<file path="src/rtl/psl_pkg.sv">
// Shared types for the sync and start-phase loader.
package psl_pkg;
    // Source of the chained sync output.
    typedef enum logic [1:0] {
        SO_EVENT = 2'd0,
        SO_ZERO  = 2'd1,
        SO_CMP   = 2'd2,
        SO_OFF   = 2'd3
    } so_sel_e;
endpackage

</file>
<file path="src/rtl/psl_prescale.sv">
// Sample strobe generator for the sync noise filter.
// Produces a one-cycle strobe every 2**div_sel clocks from a free-running
// counter. Assumes div_sel is at most 2**DIV_W-1; a change of div_sel takes
// effect at once, with no realignment of the strobe phase.
module psl_prescale #(
    parameter int DIV_W = 3
) (
    input  logic             clk,
    input  logic             rst_n,
    input  logic [DIV_W-1:0] div_sel,
    output logic             strobe
);
    localparam int PS_W = (1 << DIV_W) - 1;

    logic [PS_W-1:0] ps_cnt;
    logic [PS_W-1:0] mask;

    // Low-bit mask of the selected period; shift past the top wraps to all ones.
    always_comb begin
        mask   = (PS_W'(1) << div_sel) - PS_W'(1);
        strobe = &(ps_cnt | ~mask);
    end

    // Free-running sample counter.
    always_ff @(posedge clk) begin
        if (!rst_n) ps_cnt <= '0;
        else        ps_cnt <= ps_cnt + PS_W'(1);
    end

    // Divide by one samples on every clock.
    p_div1_every_cycle_r7: assert property (@(posedge clk) disable iff (!rst_n)
        (div_sel == '0) |-> strobe);

    // Any larger divider never strobes on two adjacent clocks.
    p_strobe_gap_r7: assert property (@(posedge clk) disable iff (!rst_n)
        (strobe && div_sel != '0) |=> (!strobe || div_sel == '0));
endmodule

</file>
<file path="src/rtl/psl_filter.sv">
// Sync pin conditioner: two-flop synchronizer, polarity flip, consecutive
// sample noise filter and rising edge detector.
// Assumes raw_in is asynchronous and that strobe comes from psl_prescale.
// With filt_en low the filter is bypassed and the level follows the
// polarity-corrected pin on every clock.
module psl_filter #(
    parameter int FC_W = 4
) (
    input  logic            clk,
    input  logic            rst_n,
    input  logic            raw_in,
    input  logic            invert,
    input  logic            filt_en,
    input  logic            strobe,
    input  logic [FC_W-1:0] need_cnt,
    output logic            level,
    output logic            rise
);
    logic            sy1, sy2;
    logic            pol;
    logic [FC_W-1:0] match;
    logic            prev;

    // Bring the pin into the clock domain.
    always_ff @(posedge clk) begin
        if (!rst_n) begin
            sy1 <= 1'b0;
            sy2 <= 1'b0;
        end else begin
            sy1 <= raw_in;
            sy2 <= sy1;
        end
    end

    // Polarity-corrected pin.
    always_comb pol = sy2 ^ invert;

    // Level register: follow directly, or after need_cnt+1 differing samples.
    always_ff @(posedge clk) begin
        if (!rst_n) begin
            level <= 1'b0;
            match <= '0;
        end else if (!filt_en) begin
            level <= pol;
            match <= '0;
        end else if (strobe) begin
            if (pol == level) begin
                match <= '0;
            end else if (match == need_cnt) begin
                level <= pol;
                match <= '0;
            end else begin
                match <= match + FC_W'(1);
            end
        end
    end

    // Previous level for edge detection.
    always_ff @(posedge clk) begin
        if (!rst_n) prev <= 1'b0;
        else        prev <= level;
    end

    always_comb rise = level & ~prev;

    // Between samples the filtered level cannot move.
    p_hold_between_samples_r7: assert property (@(posedge clk) disable iff (!rst_n)
        (filt_en && !strobe) |=> $stable(level));

    // A sample agreeing with the level never changes it.
    p_agree_keeps_level_r6: assert property (@(posedge clk) disable iff (!rst_n)
        (filt_en && strobe && pol == level) |=> $stable(level));
endmodule

</file>
<file path="src/rtl/psl_syncout.sv">
// Chained sync output selector.
// Registers one of: the local sync event, the counter-zero flag or the
// compare-hit flag; select 3 silences the output. Assumes the flags are
// synchronous to clk.
module psl_syncout
    import psl_pkg::*;
(
    input  logic       clk,
    input  logic       rst_n,
    input  logic [1:0] out_sel,
    input  logic       evt,
    input  logic       cnt_zero,
    input  logic       cnt_cmp_hit,
    output logic       sync_out
);
    so_sel_e sel_e;
    logic    nxt;

    // Decode the select into the next output bit.
    always_comb begin
        sel_e = so_sel_e'(out_sel);
        case (sel_e)
            SO_EVENT: nxt = evt;
            SO_ZERO:  nxt = cnt_zero;
            SO_CMP:   nxt = cnt_cmp_hit;
            default:  nxt = 1'b0;
        endcase
    end

    // Output register.
    always_ff @(posedge clk) begin
        if (!rst_n) sync_out <= 1'b0;
        else        sync_out <= nxt;
    end

    p_zero_route_r8: assert property (@(posedge clk) disable iff (!rst_n)
        (out_sel == 2'd1) |=> (sync_out == $past(cnt_zero)));

    p_cmp_route_r8: assert property (@(posedge clk) disable iff (!rst_n)
        (out_sel == 2'd2) |=> (sync_out == $past(cnt_cmp_hit)));

    p_off_quiet_r8: assert property (@(posedge clk) disable iff (!rst_n)
        (out_sel == 2'd3) |=> !sync_out);
endmodule

</file>
<file path="src/rtl/phase_sync_loader.sv">
// Sync and start-phase loader for one PWM counter.
// Merges the conditioned pin edge with a software sync pulse into one sync
// event, issues a one-cycle load request carrying the start phase and the
// direction one clock later, and drives the chained sync output.
// Assumes sw_sync is a synchronous one-cycle pulse and that the counter
// gives ld_valid priority over normal counting.
module phase_sync_loader #(
    parameter int PH_W  = 16,
    parameter int DIV_W = 3,
    parameter int FC_W  = 4
) (
    input  logic             clk,
    input  logic             rst_n,
    input  logic             sync_in,
    input  logic             sync_inv,
    input  logic             filt_en,
    input  logic [DIV_W-1:0] filt_div,
    input  logic [FC_W-1:0]  filt_cnt,
    input  logic             sw_sync,
    input  logic [PH_W-1:0]  phase_val,
    input  logic             phase_up,
    input  logic             cnt_zero,
    input  logic             cnt_cmp_hit,
    input  logic [1:0]       out_sel,
    output logic             ld_valid,
    output logic [PH_W-1:0]  ld_value,
    output logic             ld_up,
    output logic             sync_out
);
    logic strobe;
    logic pin_level;
    logic pin_rise;
    logic evt;

    psl_prescale #(.DIV_W(DIV_W)) u_prescale (
        .clk     (clk),
        .rst_n   (rst_n),
        .div_sel (filt_div),
        .strobe  (strobe)
    );

    psl_filter #(.FC_W(FC_W)) u_filter (
        .clk      (clk),
        .rst_n    (rst_n),
        .raw_in   (sync_in),
        .invert   (sync_inv),
        .filt_en  (filt_en),
        .strobe   (strobe),
        .need_cnt (filt_cnt),
        .level    (pin_level),
        .rise     (pin_rise)
    );

    // Sync event: pin edge or software command, merged.
    always_comb evt = pin_rise | sw_sync;

    // Load request register: payload captured at detection.
    always_ff @(posedge clk) begin
        if (!rst_n) begin
            ld_valid <= 1'b0;
            ld_value <= '0;
            ld_up    <= 1'b0;
        end else begin
            ld_valid <= evt;
            if (evt) begin
                ld_value <= phase_val;
                ld_up    <= phase_up;
            end
        end
    end

    psl_syncout u_syncout (
        .clk         (clk),
        .rst_n       (rst_n),
        .out_sel     (out_sel),
        .evt         (evt),
        .cnt_zero    (cnt_zero),
        .cnt_cmp_hit (cnt_cmp_hit),
        .sync_out    (sync_out)
    );

    p_load_follows_event_r2: assert property (@(posedge clk) disable iff (!rst_n)
        evt |=> ld_valid);

    p_no_spurious_load_r9: assert property (@(posedge clk) disable iff (!rst_n)
        !evt |=> !ld_valid);

    p_phase_capture_r3: assert property (@(posedge clk) disable iff (!rst_n)
        evt |=> (ld_value == $past(phase_val) && ld_up == $past(phase_up)));

    p_event_out_with_load_r8: assert property (@(posedge clk) disable iff (!rst_n)
        (out_sel == 2'd0) |=> (sync_out == ld_valid));
endmodule

</file>
<file path="config.mk">
export PLATFORM = sky130hd
export DESIGN_NAME = phase_sync_loader
export DESIGN_NICKNAME = d
export VERILOG_FILES = /design/src/rtl/psl_pkg.sv /design/src/rtl/psl_prescale.sv /design/src/rtl/psl_filter.sv /design/src/rtl/psl_syncout.sv /design/src/rtl/phase_sync_loader.sv
export SDC_FILE = /design/constraint.sdc
export NUM_CORES = 1
export LEC_CHECK = 0
export BUFFER_PORTS_ARGS = -buffer_cell sky130_fd_sc_hd__clkbuf_2
export CAP_MARGIN = 10
export CORE_ASPECT_RATIO = 0.6
export CORE_MARGIN = 3
export CORE_UTILIZATION = 35
export DETAILED_ROUTE_END_ITERATION = 8
export PLACE_DENSITY = 0.64
export SLEW_MARGIN = 15
export SYNTH_ARGS = -nofsm -noshare
export SYNTH_HDL_FRONTEND = slang
export SYNTH_HIERARCHICAL = 1
export SYNTH_SLANG_ARGS = --single-unit
</file>
<file path="constraint.sdc">
create_clock -name clk -period 3 [get_ports clk]
set_input_delay 0.6 -clock clk [delete_from_list [all_inputs] [get_ports clk]]
set_output_delay 0.6 -clock clk [all_outputs]
set_load 0.02 [all_outputs]
</file>
### Word level (Yosys, flattened, before mapping)

Cells that the tools add are included.

| cells by class | value |
|---|---|
| muxes and demuxes | 7 |
| eq/ne operators | 7 |
| reductions and logical operators | 4 |
| $add $sub $neg | 3 |
| shift-type cells | 1 |
| bitwise operators | 6 |

Operator list:

| kind | count |
|---|---|
| $mux 4 | 2 |
| $add 7x1->7 const B | 1 |
| $not 7->7 | 1 |
| $or 7x7->7 | 1 |
| $reduce_and 7->1 | 1 |
| $shl 1x3->7 const A | 1 |
| $sub 7x2->7 const B | 1 |
| $add 4x1->4 const B | 1 |
| $eq 4x4->1 | 1 |
| $mux 1 | 4 |
| $ne 2x1->1 const B | 2 |
| $pmux 1 s3 | 1 |
| $reduce_and 3->1 | 1 |
| $eq 2x1->1 const B | 1 |
| $eq 2x2->1 const B | 1 |
| $logic_not 2->1 | 1 |
| $ne 2x2->1 const B | 1 |
| $reduce_and 2->1 | 1 |
| $and 1x1->1 | 1 |
| $eq 1x1->1 | 1 |
| $not 1->1 | 1 |
| $or 1x1->1 | 1 |
| $xor 1x1->1 | 1 |

| storage, ports and cells | value |
|---|---|
| word-level logic and storage cells | 38 |
| bits in registers | 34 |
| output and inout port bits | 19 |

### Longest topological paths before layout

Gate-level depths: netlist of the first run.

| logic depth | value |
|---|---|
| depth in word-level cells | 7 |
| depth in mapped cells | 8 |
| mapped depth without buffers | 8 |

### By module

The synthesis of the first run kept the hierarchy.

Modules (own cells, without submodules):

| module | times used | seq. area each (µm²) | area each (µm²) | cells each |
|---|---|---|---|---|
| phase_sync_loader | 1 | 360.3 | 754.5 | 81 |
| psl_filter | 1 | 160.2 | 407.9 | 42 |
| psl_prescale | 1 | 140.1 | 325.3 | 35 |
| psl_syncout | 1 | 20.0 | 48.8 | 5 |

### Worst setup path after synthesis of the first run

No wires, ideal clock.

| path | value |
|---|---|
| path kind | input-to-reg |
| from | input port filt_div[0] |
| to | register u_filter.match[2] |
| arrival time | 1.707 ns |
| slack | 1.219 ns |
| path buffers | 0 |
| library setup time | 0.074 ns |
| data required time | 2.926 ns |
| stages on the path | 7 |
| cells stage by stage | inv_1 o21ai_0 a211oi_2 a2bb2oi_2 nand2_1 or3_1 a31oi_1 |

| on the way | value |
|---|---|
| word-level cells in the longest chain between the ends | 5 |

RTL lines:

| item | RTL line | text |
|---|---|---|
| start, declared | phase_sync_loader.sv:17 | `input logic [DIV_W-1:0] filt_div,` |
| $shl 1x3->7 | psl_prescale.sv:20 | `mask = (PS_W'(1) << div_sel) - PS_W'(1);` |
| $sub 7x2->7 | psl_prescale.sv:20 |  |
| $not 7->7 | psl_prescale.sv:21 | `strobe = &(ps_cnt \| ~mask);` |
| $or 7x7->7 | psl_prescale.sv:21 |  |
| $reduce_and 7->1 | psl_prescale.sv:21 |  |
| named net strobe | phase_sync_loader.sv:30 | `logic strobe;` |
| end signal, assigned | psl_filter.sv:53 | `match <= match + FC_W'(1);` |
| end, declared | psl_filter.sv:21 | `logic [FC_W-1:0] match;` |

The timed path passes the listed nets, and every way through them passes these cells.
A chain may end at the register's enable or synchronous reset.

### Final worst setup path of the first run

| path | value |
|---|---|
| from | register u_prescale.ps_cnt[2] |
| to | register u_filter.match[2] |

| on the way | value |
|---|---|
| word-level cells in the longest chain between the ends | 2 |

RTL lines:

| item | RTL line | text |
|---|---|---|
| start, declared | psl_prescale.sv:15 | `logic [PS_W-1:0] ps_cnt;` |
| start signal, assigned | psl_prescale.sv:27 | `else ps_cnt <= ps_cnt + PS_W'(1);` |
| $or 7x7->7 | psl_prescale.sv:21 |  |
| $reduce_and 7->1 | psl_prescale.sv:21 |  |
| named net strobe | phase_sync_loader.sv:30 |  |

The timed path passes the listed nets, and every way through them passes these cells.

==> impl_metrics.ini, run 1 <==
[finish]
stdcell_area_um2 = 1950
nNetsFinal = 250
area_delta_synth_final_pct = 27.2
antennaDiodeCount = 0
multi_input_area_um2 = 773
seqCellArea_um2 = 681
drive_above_1_share_pct = 35.3
fill_cells = 385

[worst_setup_path]
cp.required_ps = 3210
crit_type = register to register
worstPathMaxFanout = 7
start_kind = register
arrival_ps = 2040
cp-end-kind = register

[detailed_routing]
num_vias = 1264
wl_um = 3200
wl_per_cell_um = 11.8
firstDrtPassIters = 4
viasPerCell = 4.65
drtIter0Drc = 40
route.detailed.drc = 0
ant_nets = 0

[sta]
setup_violations = 0
hold_viol = 0
skew_ps = 5.85
report.final.slew_viol_count = 0
rsz0062_at_grt = no
worstMarginPinSlew_ps = 842
fin_crit_ps = 1830
fmax_mhz = 545
slew-limit-headroom_pct = 43.9
fin_crit_sh_pct = 61.1
fin_tns_setup_ps = 0

[logic_synthesis]
async_flop_share_pct = 0
synth_top_cell_area_share_pct = 44.3
synth_area_leader_cell = dfxtp_1
synth_most_common_cell = dfxtp_1
synth_area_per_cell_um2 = 9.43
netlist_area_um2 = 1540
netlist_top_cells_area = dfxtp_1 44%, o211ai_1 8.3%, nand2_1 6.4%, o21ai_2 5.1%, xor2_1 4.0%
ys_warn_count = 6
ys.flop_type = dfxtp_1
ys_seq_area_share_pct = 44.3
yosysUniqueCellTypes = 35
ys_top_cells_by_count = 34 x dfxtp_1, 26 x nand2_1, 17 x o211ai_1, 10 x o21ai_0, 9 x o21ai_2
syn_nets = 199
synth_seq_cells = 34
synthCells = 163
synth-edff-count = 0

[global_routing]
grt.total_usage_pct = 13.0
overflow = 0
grt_pass1_vias = 1239
grt_max_degree = 49
grtUsageMet3_pct = 4.48
grt_pass1_wl_um = 5550
use_met1_pct = 17.7
use_met2_pct = 19.1
grt_antenna_before_repair = 0
grt_busiest_layer = met2

[clocking]
cts_tree = yes
ctsResizeCount = 0
clk_pin_slew_ps = 70
cts_buffer_depth = 2
cts-buffers-inserted = 5
hold_buffers = 0
h-tree-depth = 2
cts_setup_buffers = 0
cts.sinks = 34
clock_latency_ps = 280
root_buffer = clkbuf_8

[floorplan]
rows = 17
fp.dieArea_um2 = 5250
die_width_um = 91.5
initial_core_util_pct = 39.0
die_h_um = 57.3
ioPinCount = 53
core-area_um2 = 3940

[outcome]
status = complete, no violations

[place]
place_area_um2 = 1810
hpwl_um = 2360
globalplace.congestion = 0.753
io_buffer_count = 52

[pwr]
leakage_nw = 0.847
combPwrFrac_pct = 13.0
p_int_mw = 0.893
switchingPower_mw = 0.263
power_switching_share_pct = 22.7
p_seq_share_pct = 42.4
power_density_nw_per_um2 = 592
ir_drop_mv = 0.271
clkPwrFrac_pct = 44.5

[run]
drv_cap = 0

[worst_hold_path]
hold_class = register to register
==> sequential cells by signal, summed over array words and instances (netlist names) <==
signal	cells
u_filter/match	4
u_filter/prev	1
ld_up	1
u_filter/sy2	1
ld_value	16
ld_valid	1
u_filter/sy1	1
u_prescale/ps_cnt	7
u_syncout/sync_out	1
u_filter/level	1
==> placed cells by master (no fill, tap or decap), types with 3 or more instances in the layout <==
master / count
clkbuf_8: 6
xnor2_1: 4
clkbuf_2: 52
nand2_1: 26
xor2_1: 7
nor2_1: 6
o21ai_0: 10
o211ai_1: 17
nor2b_1: 5
inv_1: 3
o21ai_2: 9
and2_1: 8
dfxtp_1: 34
==> final cells by class <==
| class | count | share of cell area [%] |
|---|---|---|
| multi-input cells | 116 | 39.6 |
| flip-flops and latches | 34 | 34.8 |
| repair buffers | 54 | 14.1 |
| inverters | 3 | 0.576 |
| clock buffers | 6 | 4.23 |
| well taps | 57 | 3.65 |
| clock inverters | 2 | 3.07 |
==> path summary, 6_finish.rpt <==
path | from | end | slack [ps] | cells after the start
min | u_filter/sy1 | u_filter/sy2 | 430 | 1
min reg2reg | u_filter/sy1 | u_filter/sy2 | 430 | 1
max reg2reg | u_prescale/ps_cnt[2] | u_filter/match[2] | 1170 | 7
max | u_prescale/ps_cnt[2] | u_filter/match[2] | 1170 | 7
==> kinds of logic (layout without fill, tap and decap cells) <==
group                    count (synthesis)  after routing  share of synthesized area (%)
AO/OA/AOI/OAI                           45             45                           22.2
buffers and inverters                   13             65                           5.37
AND/OR/NAND/NOR                         55             55                           17.3
XOR/XNOR                                12             12                           7.90
adder cells (fa/ha/maj)                  2              2                           1.63
multiplexers                             2              2                           1.30
flip-flops                              34             34                           44.3
==> per-layer routing <==
metal / vias to the layer above / part of all wire [%]
li1: 674 / -
met1: 559 / 52
met4: 0 / 0.44
met2: 29 / 41
met5: - / 0
met3: 2 / 6.2
==> worst max-delay path, stage by stage, from the launching register on <==
cell and delay [ps]:
dfxtp_1 390, and3_2 230, nand2_1 80, a211oi_2 220, a2bb2oi_2 330, nand2_1 70
or3_1 300, a31oi_1 150
==> power groups by stage <==
stage               registers (mW)  clock network, mW  logic, mW
finish                       0.491              0.515      0.151
CTS                          0.491              0.530      0.153
detailed placement           0.501                  0      0.152
global placement             0.501                  0      0.152
floorplan                    0.521                  0     0.0806
global route                 0.495              0.549      0.167
==> through the flow <==
| step | setup slack, ps | util (%) | power [mW] | hold WS (ps) | instances |
|---|---|---|---|---|---|
| 2_1_floorplan | 1220 | - | 0.602 | 412 | 163 |
| 3_3_place_gp | 1040 | 46.0 | 0.654 | 414 | 264 |
| 3_5_place_dp | 963 | 46.0 | 0.653 | 423 | 264 |
| 4_1_cts | 1160 | 49.7 | 1.17 | 440 | 272 |
| 5_1_grt | 999 | 49.7 | 1.21 | 473 | 272 |
| 6_report | 1170 | 49.7 | 1.16 | 435 | 272 |
No activity file was read; power rests on OpenSTA's default activity.
==> inputs of run 2 (changes only) <==
Clock period 3 ns to 1.8 ns, I/O delays scaled along.
==> impl_metrics.ini, run 2 (same netlist as run 1, synthesis figures left out) <==
[outcome]
status = complete, no violations

[worst_setup_path]
r2r_cells = 7
start_kind = register
endpoint = u_filter/match[3]
r2r-end = u_filter/match[3]
arrival_ps = 1840
crit_start = u_prescale/ps_cnt[1]
reg2reg_slack_ps = 160
cp.required_ps = 2000
cp-end-kind = register
worstPathMaxFanout = 4
crit_type = register to register
r2r_start = u_prescale/ps_cnt[1]

[floorplan]
rows = 17
initial_core_util_pct = 39.0
die_width_um = 91.5
ioPinCount = 53
fp.dieArea_um2 = 5250
core-area_um2 = 3940
die_h_um = 57.3

[sta]
fin_crit_ps = 1640
worstMarginPinSlew_ps = 498
slew-limit-headroom_pct = 66.5
skew_ps = 7.22
setup_slack_ps = 157
fin_crit_sh_pct = 91.3
fmax_mhz = 609
fin_tns_setup_ps = 0
rsz0062_at_grt = no
report.final.slew_viol_count = 0
holdWs_ps = 278
setup_violations = 0
hold_viol = 0

[clocking]
cts_buffer_depth = 2
clk_pin_slew_ps = 70
h-tree-depth = 2
clock_latency_ps = 290
ctsResizeCount = 0
cts_setup_buffers = 0
cts.sinks = 34
cts_tree = yes
hold_buffers = 0
cts-buffers-inserted = 5
root_buffer = clkbuf_8

[finish]
stdcell_count = 276
biggestRegsByFlops = ld_value (16), u_prescale/ps_cnt (7), u_filter/match (4)
nNetsFinal = 254
drive_above_1_share_pct = 36.1
final_util_pct = 49.9
mostFrequentLayoutCells = 52 x clkbuf_2, 33 x dfxtp_1, 26 x nand2_1
antennaDiodeCount = 0
area_delta_synth_final_pct = 27.7
regMostFlops = ld_value
layout_commonest_cell = clkbuf_2
largest_register_ff_count = 16

[detailed_routing]
wl_per_cell_um = 12.3
wl_um = 3410
drtIter0Drc = 36
route.detailed.drc = 0
firstDrtPassIters = 4
ant_nets = 0
viasPerCell = 4.56
num_vias = 1259

[place]
hpwl_um = 2540
place_inst = 268
pre_cts_slack_ps = 113
globalplace.congestion = 0.721
io_buffer_count = 52

[global_routing]
grt_pass1_wl_um = 5660
grt_antenna_before_repair = 0
overflow = 0
grt.total_usage_pct = 13.8
grt_pass1_vias = 1223
grt_max_degree = 28

[run]
drv_cap = 0

[worst_hold_path]
hold_path.startpoint = sync_in
hold_class = input pin to register

[pwr]
leakage_nw = 0.853
power_density_nw_per_um2 = 903
ir_drop_mv = 0.342
run 2: worst max-delay path, cell delays in order (launching register included):
cell and delay [ps]:
dfxtp_1 350, and3_2 220, nand2_1 70, a211oi_2 220
a2bb2oi_2 210, nand4_1 130, xor2_1 160, a211oi_1 210
run 2: how the worst min path moves through the flow:
| stage | cells after the start | endpoint |
|---|---|---|
| global route | 2 | u_filter/sy1 |
| finish | 2 | u_filter/sy1 |
| detailed placement | 1 | u_filter/sy2 |
| CTS | 2 | u_filter/sy1 |
| floorplan | 1 | u_filter/sy2 |
| global placement | 1 | u_filter/sy2 |
run 2: area by class of cell:
| class | count | area (µm²) |
|---|---|---|
| repair buffers | 58 | 318 |
| clock inverters | 1 | 30.0 |
| inverters | 3 | 11.3 |
| fillers | 396 | 1970 |
| flip-flops and latches | 34 | 682 |
| well taps | 57 | 71.3 |
| multi-input cells | 116 | 773 |
| clock buffers | 7 | 76.3 |
run 2: metal layers:
layer | wire length (µm) | up-vias | track usage, %
met1 | 1840 | 544 | 19.4
met4 | 60 | 0 | 7.08
met5 | 0 | - | 0
met2 | 1280 | 31 | 18.1
li1 | - | 677 | -
met3 | 230 | 7 | 5.40
run 2: per-stage QoR:
stage	area (µm²)	power, mW
2_1_floorplan	1540	1.00
3_3_place_gp	1850	1.10
3_5_place_dp	1850	1.10
4_1_cts	1960	1.79
5_1_grt	1960	1.85
6_report	1960	1.77
run 2: power by group:
group	internal (mW)	total (mW)	switching [mW]
clock network	0.414	0.688	0.273
registers	0.795	0.818	0.0230
logic	0.114	0.265	0.152
total	1.32	1.77	0.448
